File: src/rtl/word_alu_pkg.sv
package word_alu_pkg;
  localparam int OP_W = 4;

  typedef enum logic [OP_W-1:0] {
    OP_ADD  = 4'd0,
    OP_SUB  = 4'd1,
    OP_AND  = 4'd2,
    OP_OR   = 4'd3,
    OP_NOR  = 4'd4,
    OP_SLL  = 4'd5,
    OP_SRL  = 4'd6,
    OP_SLT  = 4'd7,
    OP_SLTU = 4'd8,
    OP_LUI  = 4'd9
  } alu_op_e;
endpackage

File: src/rtl/word_alu_addsub.sv
// Shared adder: add, subtract, and both less-than results derived from the difference.
module word_alu_addsub #(
  parameter int DATA_W = 32
) (
  input  logic [DATA_W-1:0] a,
  input  logic [DATA_W-1:0] b,
  input  logic              sub,
  output logic [DATA_W-1:0] sum,
  output logic              lt_signed,
  output logic              lt_unsigned
);
  localparam int MSB = DATA_W - 1;

  logic [DATA_W:0]   wide;
  logic [DATA_W-1:0] b_eff;

  always_comb begin
    b_eff = b ^ {DATA_W{sub}};
    wide  = {1'b0, a} + {1'b0, b_eff} + (DATA_W+1)'(sub);
    sum   = wide[DATA_W-1:0];
    // with sub set, a missing carry out means a borrow: a < b unsigned
    lt_unsigned = ~wide[DATA_W];
    // differing signs decide directly; equal signs cannot overflow
    lt_signed = (a[MSB] ^ b[MSB]) ? a[MSB] : wide[MSB];
  end
endmodule

File: src/rtl/word_alu_shift.sv
// Logarithmic zero-filling shifter, one stage per shift amount bit.
module word_alu_shift #(
  parameter int DATA_W  = 32,
  parameter int SHAMT_W = $clog2(DATA_W)
) (
  input  logic [DATA_W-1:0]  a,
  input  logic [SHAMT_W-1:0] shamt,
  output logic [DATA_W-1:0]  left,
  output logic [DATA_W-1:0]  right
);
  logic [DATA_W-1:0] lst [0:SHAMT_W];
  logic [DATA_W-1:0] rst_stage [0:SHAMT_W];

  assign lst[0]       = a;
  assign rst_stage[0] = a;

  for (genvar s = 0; s < SHAMT_W; s++) begin : g_stage
    localparam int DIST = 1 << s;
    assign lst[s+1]       = shamt[s] ? (lst[s] << DIST)       : lst[s];
    assign rst_stage[s+1] = shamt[s] ? (rst_stage[s] >> DIST) : rst_stage[s];
  end

  assign left  = lst[SHAMT_W];
  assign right = rst_stage[SHAMT_W];
endmodule

File: src/rtl/word_alu_logic.sv
// Bitwise operations and upper-half constant placement.
module word_alu_logic #(
  parameter int DATA_W = 32,
  parameter int IMM_W  = DATA_W / 2
) (
  input  logic [DATA_W-1:0] a,
  input  logic [DATA_W-1:0] b,
  output logic [DATA_W-1:0] and_w,
  output logic [DATA_W-1:0] or_w,
  output logic [DATA_W-1:0] nor_w,
  output logic [DATA_W-1:0] upper_w
);
  localparam int LOW_W = DATA_W - IMM_W;

  always_comb begin
    and_w   = a & b;
    or_w    = a | b;
    nor_w   = ~(a | b);
    upper_w = {b[IMM_W-1:0], {LOW_W{1'b0}}};
  end
endmodule

File: src/rtl/word_alu.sv
module word_alu
  import word_alu_pkg::*;
#(
  parameter int DATA_W  = 32,
  parameter int SHAMT_W = $clog2(DATA_W)
) (
  input  logic               clk,
  input  logic               rst,
  input  logic [OP_W-1:0]    op_sel,
  input  logic [DATA_W-1:0]  opnd_a,
  input  logic [DATA_W-1:0]  opnd_b,
  input  logic [SHAMT_W-1:0] shamt,
  output logic [DATA_W-1:0]  res_q,
  output logic               zero_q
);
  logic [DATA_W-1:0] sum_w, sll_w, srl_w, and_w, or_w, nor_w, up_w;
  logic              slt_w, sltu_w, do_sub;
  logic [DATA_W-1:0] res_d;
  alu_op_e           op;

  assign op     = alu_op_e'(op_sel);
  assign do_sub = (op != OP_ADD);

  word_alu_addsub #(.DATA_W(DATA_W)) u_addsub (
    .a(opnd_a), .b(opnd_b), .sub(do_sub),
    .sum(sum_w), .lt_signed(slt_w), .lt_unsigned(sltu_w)
  );

  word_alu_shift #(.DATA_W(DATA_W), .SHAMT_W(SHAMT_W)) u_shift (
    .a(opnd_a), .shamt(shamt), .left(sll_w), .right(srl_w)
  );

  word_alu_logic #(.DATA_W(DATA_W)) u_logic (
    .a(opnd_a), .b(opnd_b),
    .and_w(and_w), .or_w(or_w), .nor_w(nor_w), .upper_w(up_w)
  );

  always_comb begin
    unique case (op)
      OP_ADD, OP_SUB: res_d = sum_w;
      OP_AND:         res_d = and_w;
      OP_OR:          res_d = or_w;
      OP_NOR:         res_d = nor_w;
      OP_SLL:         res_d = sll_w;
      OP_SRL:         res_d = srl_w;
      OP_SLT:         res_d = DATA_W'(slt_w);
      OP_SLTU:        res_d = DATA_W'(sltu_w);
      OP_LUI:         res_d = up_w;
      default:        res_d = '0;
    endcase
  end

  always_ff @(posedge clk) begin
    if (rst) begin
      res_q  <= '0;
      zero_q <= 1'b1;
    end else begin
      res_q  <= res_d;
      zero_q <= (res_d == '0);
    end
  end
endmodule

File: config.mk
export PLATFORM = sky130hd
export DESIGN_NAME = word_alu
export DESIGN_NICKNAME = d
export VERILOG_FILES = /design/src/rtl/word_alu_pkg.sv /design/src/rtl/word_alu_addsub.sv /design/src/rtl/word_alu_shift.sv /design/src/rtl/word_alu_logic.sv /design/src/rtl/word_alu.sv
export SDC_FILE = /design/constraint.sdc
export NUM_CORES = 1
export LEC_CHECK = 0
export BUFFER_PORTS_ARGS = -buffer_cell sky130_fd_sc_hd__buf_2
export CAP_MARGIN = 15
export CORE_MARGIN = 3
export CORE_UTILIZATION = 45
export CTS_BUF_LIST = sky130_fd_sc_hd__clkbuf_4
export CTS_CLUSTER_DIAMETER = 150
export DETAILED_ROUTE_END_ITERATION = 10
export PLACE_DENSITY = 0.72
export SYNTH_ARGS = -nofsm -noshare
export SYNTH_HDL_FRONTEND = slang
export SYNTH_SLANG_ARGS = --single-unit
File: constraint.sdc
create_clock -name clk -period 4.23 [get_ports clk]
set_input_delay 0.846 -clock clk [delete_from_list [all_inputs] [get_ports clk]]
set_output_delay 0.846 -clock clk [all_outputs]
set_load 0.02 [all_outputs]
* Word-level counts from Yosys, hierarchy flattened
Cells that the tools add are included.
** Storage, ports and cells
- Register bits :: 33
- Input port bits :: 75
- Output and inout port bits :: 33
- Word-level logic and storage cells :: 35
** Cells by class
- Add/sub/neg operators :: 2
- Eq/ne operators :: 9
- Muxes and demuxes :: 12
- Bitwise logic cells :: 6
- Reductions and logical operators :: 4
** Operators by type and width (count)
- $mux 32 :: 10
- $pmux 32 s9 :: 1
- $add 32x32->33 :: 1
- $add 33x1->33 :: 1
- $and 32x32->32 :: 1
- $logic_not 32->1 :: 1
- $not 32->32 :: 1
- $or 32x32->32 :: 1
- $xor 32x32->32 :: 1
- $eq 4x3->1 const B :: 4
- $eq 4x2->1 const B :: 2
- $eq 4x4->1 const B :: 2
- $eq 4x1->1 const B :: 1
- $logic_not 4->1 :: 1
- $reduce_bool 4->1 :: 1
- $reduce_or 2->1 :: 1
- $mux 1 :: 1
- $not 1->1 :: 1
- $xor 1x1->1 :: 1

* Depth between registers and ports, before layout
- Depth in word-level cells :: 7
- Mapped depth :: 17
- Gate-level depth less buffers :: 15

* Hierarchy
Synthesis repeated with hierarchy kept, for this count alone.
** Unflattened totals
- Cells, all modules :: 1163
- Area, all modules :: 9263.9 um^2
** Modules (own cells, without submodules)
- word_alu_shift :: times used 1, cells an instance 499, area each 4209.0 um^2, seq. area each 0.0 um^2
- word_alu :: times used 1, cells an instance 246, area each 2158.3 um^2, seq. area each 660.6 um^2
- word_alu_addsub :: times used 1, cells an instance 289, area each 2092.0 um^2, seq. area each 0.0 um^2
- word_alu_logic :: times used 1, cells an instance 129, area each 804.5 um^2, seq. area each 0.0 um^2

* Least setup slack after synthesis
OpenSTA, ideal clock, no wires.
- Kind :: input-to-reg
- Start :: input op_sel[2]
- End :: register zero_q
- Library setup time :: 0.060 ns
- Data arrival time :: 4.400 ns
- Data required time :: 4.170 ns
- Slack :: -0.230 ns
- Cell stages on the path :: 17
- Buffers on the path :: 3
- Path through :: buf_2 nor4_4 buf_1 xnor2_1 ha_1 clkbuf_1 nand2b_1 o21ai_0 a32o_1 or4_1 nor3_1 o311ai_1 a211oi_1 nand4_1 nor3_1 and4b_1 a41o_1
** On the way
- Word-level cells in the longest chain between the ends :: 7
- Elaborated cells between the ends (all ways) :: 19
- Classes of those cells :: add/sub: 2; eq/ne: 9; mux: 2; bitwise: 2; reduce/logical: 4
** RTL lines
- from (decl) :: RTL line word_alu.sv:9 : input logic [OP_W-1:0] op_sel,
- $reduce_bool 4->1 :: RTL line word_alu.sv:22 : assign do_sub = (op != OP_ADD);
- $xor 32x32->32 :: RTL line word_alu_addsub.sv:18 : b_eff = b ^ {DATA_W{sub}};
- $add 32x32->33 :: RTL line word_alu_addsub.sv:19 : wide = {1'b0, a} + {1'b0, b_eff} + (DATA_W+1)'(sub);
- $add 33x1->33 :: RTL line word_alu_addsub.sv:19
- $mux 1 / $not 1->1 (equally long branches) :: RTL line word_alu_addsub.sv:24, word_alu_addsub.sv:22
- $pmux 32 s9 (*) :: RTL line word_alu.sv:39 : unique case (op)
- $logic_not 32->1 (*) :: RTL line word_alu.sv:59 : zero_q <= (res_d == '0);
- to (signal assigned) :: RTL line word_alu.sv:59
- to (decl) :: RTL line word_alu.sv:14 : output logic zero_q
Every way passes the cells marked *; elsewhere a longest branch is shown, timed or not.
A chain may end at the register's enable or synchronous reset.

* Final worst setup path
- Start :: input op_sel[0]
- End :: register zero_q
Same word-level chain as after synthesis.

==> run_results.csv <==
group,metric,value,unit
clock_network,cts_max_path_buffers,2,
sta,worst_pin_slew,892,ps
floorplanning,num_io_pins,108,
logic_synthesis,synth-edff-count,0,
logic_synthesis,synth_ff_type,"dfxtp_1",
global_route,overflow,0,
setup_path,cp-end-kind,"flop",
min_path,hold_path_depth,2,
setup_path,critPathRequiredTime,4490,ps
logic_synthesis,synthSimpleGateAreaFrac,21.8,%
drt,drc,0,
sta,drv_slew,0,
floorplanning,initial_core_util,46.1,%
drt,wl,45500,um
drt,vias,11400,
placement,detailed_place.area,11600,um^2
run_status,outcome,"complete, but fails checks",
sta,fin_crit,4300,ps
global_route,grt_usage,40.9,%
logic_synthesis,ys_warn_count,0,
drt,drt_iter0_drc,1244,
final_layout,fin_nets,1571,
floorplanning,die_w,145,um
setup_path,path_cells,"buf_2, nor4_4, buf_4, buf_6, buf_12, buf_6, xnor2_2, ha_1, a21o_1, o21bai_4, mux2i_2, a221oi_1, nand3_1, a211o_1, nor4_4, nand4_1, nor3_2, and4b_1, a41o_1",
floorplanning,dieArea,21100,um^2
logic_synthesis,synth-compound-area-share,26.9,%
logic_synthesis,synth_fa_ha_area_share,6.86,%
setup_path,start_kind,"primary input",
final_layout,instances_no_fill,1721,
sta,fmax,0.233,GHz
logic_synthesis,syn-num-nets,1232,
run_status,failed_checks,"negative setup slack",
final_layout,design_area,12100,um^2
clock_network,cts.clk_slew.worst_paths,90,ps
global_route,grt_pass1_vias,10800,
final_layout,drive_gt1_share,40.7,%
placement,gp_congestion,1.09,
logic_synthesis,netlist_area,8710,um^2
drt,first_pass_iters,8,
logic_synthesis,synthDistinctLibCells,87,
logic_synthesis,async_reset_ff_share,0,%
logic_synthesis,synth_top_family_by_area,"compound AO/OA/AOI/OAI gates",
sta,setup_viol,1,
logic_synthesis,syn_avg_cell_area,7.77,um^2
sta,post-route-period-util,102,%
logic_synthesis,syn_inst,1121,
min_path,hp-class,"in -> reg",
power,vdd_drop_max,0.0000903,V
final_layout,syn_to_final_growth,38.5,%
floorplanning,fp-row-count,50,
drt,antenna_left,0,
sta,slew_headroom,39.9,%
final_layout,fillers,1694,
global_route,antenna_found_initial,1,
floorplanning,fp.dieH,145,um
logic_synthesis,synth_mux_area_share,25.5,%
placement,dp_hpwl,37000,um
sta,setup_tns,-66.5,ps
setup_path,path_max_fanout,7,
job,max_cap_violations,0,
power,leakagePower,5.22,nW
clock_network,cts_buffers,5,
floorplanning,core,18900,um^2
sta,rsz0062_at_grt,"true",
clock_network,cts_num_sinks,33,
global_route,grt_pass1_wl,66900,um
power,power,2.23,mW
global_route,grt_max_degree,39,
setup_path,slowest_stage,"ha_1",
clock_network,cts-htree-levels,2,
setup_path,startpoint,"op_sel[0]",
clock_network,hold_buffers,0,
clock_network,clockRootBuffer,"clkbuf_4",
setup_path,cp.arrival,4560,ps
logic_synthesis,ys_ff_latch,33,
drt,wire_per_inst,26.4,um
sta,finalHoldViolCount,0,
setup_path,crit_end,"zero_q",
setup_path,cpPeakStageDelay,370,ps
drt,avgViaCountPerCell,6.64,
logic_synthesis,yosysSeqAreaShare,7.58,%
setup_path,worstSetupPathType,"in -> reg",
logic_synthesis,synthXorXnorAreaFrac,4.52,%
power,power.density,185,nW/um^2
clock_network,cts_tree,"done",
placement,dp_cells,1687,
placement,portBuffers,107,
sta,final.setup.worst_slack,-66.5,ps
placement,post-place-ws,-613,ps
[critical path, delay by kind of cell]
kind	cells	cell delay (ps)
buffers and inverters	5	670
muxes	1	180
xor gates and xnor gates	1	60
adders and majority gates	1	370
AOI/OAI and AO/OA	5	1220
and+or+nand+nor	6	1210
[per-stage QoR]
| step | hold WS [ps] | utilization (%) |
|---|---|---|
| CTS | 973 | 61.5 |
| global placement | 1260 | 61.1 |
| floorplan | 918 | - |
| detailed placement | 1260 | 61.2 |
| finish | 999 | 63.8 |
| global route | 1020 | 63.8 |
[kinds of logic (layout without fill, tap and decap cells)]
family | Yosys count | in the layout
AOI/OAI and AO/OA | 337 | 337
buffers and inverters | 136 | 475
xor gates and xnor gates | 45 | 45
and+or+nand+nor | 375 | 375
other | 0 | 1
adders and majority gates | 50 | 50
muxes | 145 | 145
DFF | 33 | 33
[metal layers]
layer	GRT usage, %	wire (um)	up-vias
met5	0	0	-
met3	7.15	4420	211
met2	64.9	20100	791
li1	-	-	5052
met4	24.0	3590	0
met1	52.3	17400	5377
[cells in the mapped netlist, types with 14 or more instances]
cell,instances,share of area (%)
nor3_1,45,2.6
a221oi_1,17,1.7
a21oi_1,81,4.7
clkbuf_1,77,3.3
a211oi_1,21,1.8
a21o_1,19,1.6
nor2_1,99,4.3
mux2_2,17,2.2
nor2b_1,17,1.2
buf_2,28,1.6
mux4_2,57,15
nand2_1,82,3.5
maj3_1,14,1.6
o211ai_1,17,1.5
xnor2_1,38,3.8
nand4_1,24,1.7
dfxtp_1,33,7.6
o21ai_0,45,2.6
nand3_1,30,1.7
ha_1,35,5.0
mux2i_1,69,7.9
[sequential cells by signal, summed over array words and instances (netlist names)]
name	cells
res_q	32
zero_q	1
[report_power, final]
part,switching [mW],internal [mW],total [mW]
sequential,0.00431,0.333,0.337
combinational,0.950,0.793,1.74
clock,0.0871,0.0666,0.154
total,1.04,1.19,2.23
[cell type report]
| type | instances | area, um^2 | share of cell area [%] |
|---|---|---|---|
| clock buffers | 6 | 45.0 | 0.373 |
| diodes | 1 | 2.50 | 0.0207 |
| well taps | 260 | 325 | 2.70 |
| inverters | 11 | 41.3 | 0.342 |
| multi-input cells | 952 | 7700 | 63.8 |
| repair buffers | 457 | 3280 | 27.2 |
| clock inverters | 1 | 3.75 | 0.0311 |
| flip-flops and latches | 33 | 661 | 5.48 |
[cells in the final DEF (no fill, tap or decap), types with 7 or more instances in the layout]
master,Yosys,final
o22ai_1,13,13
mux2_2,17,17
nor4_1,9,7
xor2_1,7,7
nand3_1,30,30
nor2b_1,17,16
a211oi_1,21,18
nor3b_1,7,7
buf_4,6,339
o21ai_1,2,7
a21oi_1,81,76
o2111ai_1,13,13
dfxtp_1,33,33
xnor2_1,38,33
a221oi_1,17,16
nor3_1,45,41
nor2_1,99,98
o21a_1,9,9
and2_1,7,7
mux2i_1,69,68
mux4_2,57,57
ha_1,35,32
a22oi_1,8,8
o21ai_0,45,39
a21o_1,19,19
buf_12,0,7
nand2_1,82,82
inv_1,10,10
maj3_1,14,14
buf_2,28,105
o211ai_1,17,17
nand4_1,24,24
nand2b_1,12,12
[how the worst min path moves through the flow]
stage | start | to | slack [ps]
finish | rst | res_q[10] | 1000
detailed placement | res_q[18] | res_q[18] | 1260
CTS | rst | res_q[10] | 970
floorplan | rst | res_q[24] | 920
global route | rst | res_q[10] | 1020
global placement | res_q[24] | res_q[24] | 1260
[what timing repair did]
item                       CTS  global route
gates cloned                 0             2
setup endpoints to repair    1             4
resized for setup            7            49
pin swaps                    0            31
setup buffers                0            23
Note: power is estimated with default switching activity, not from simulation.
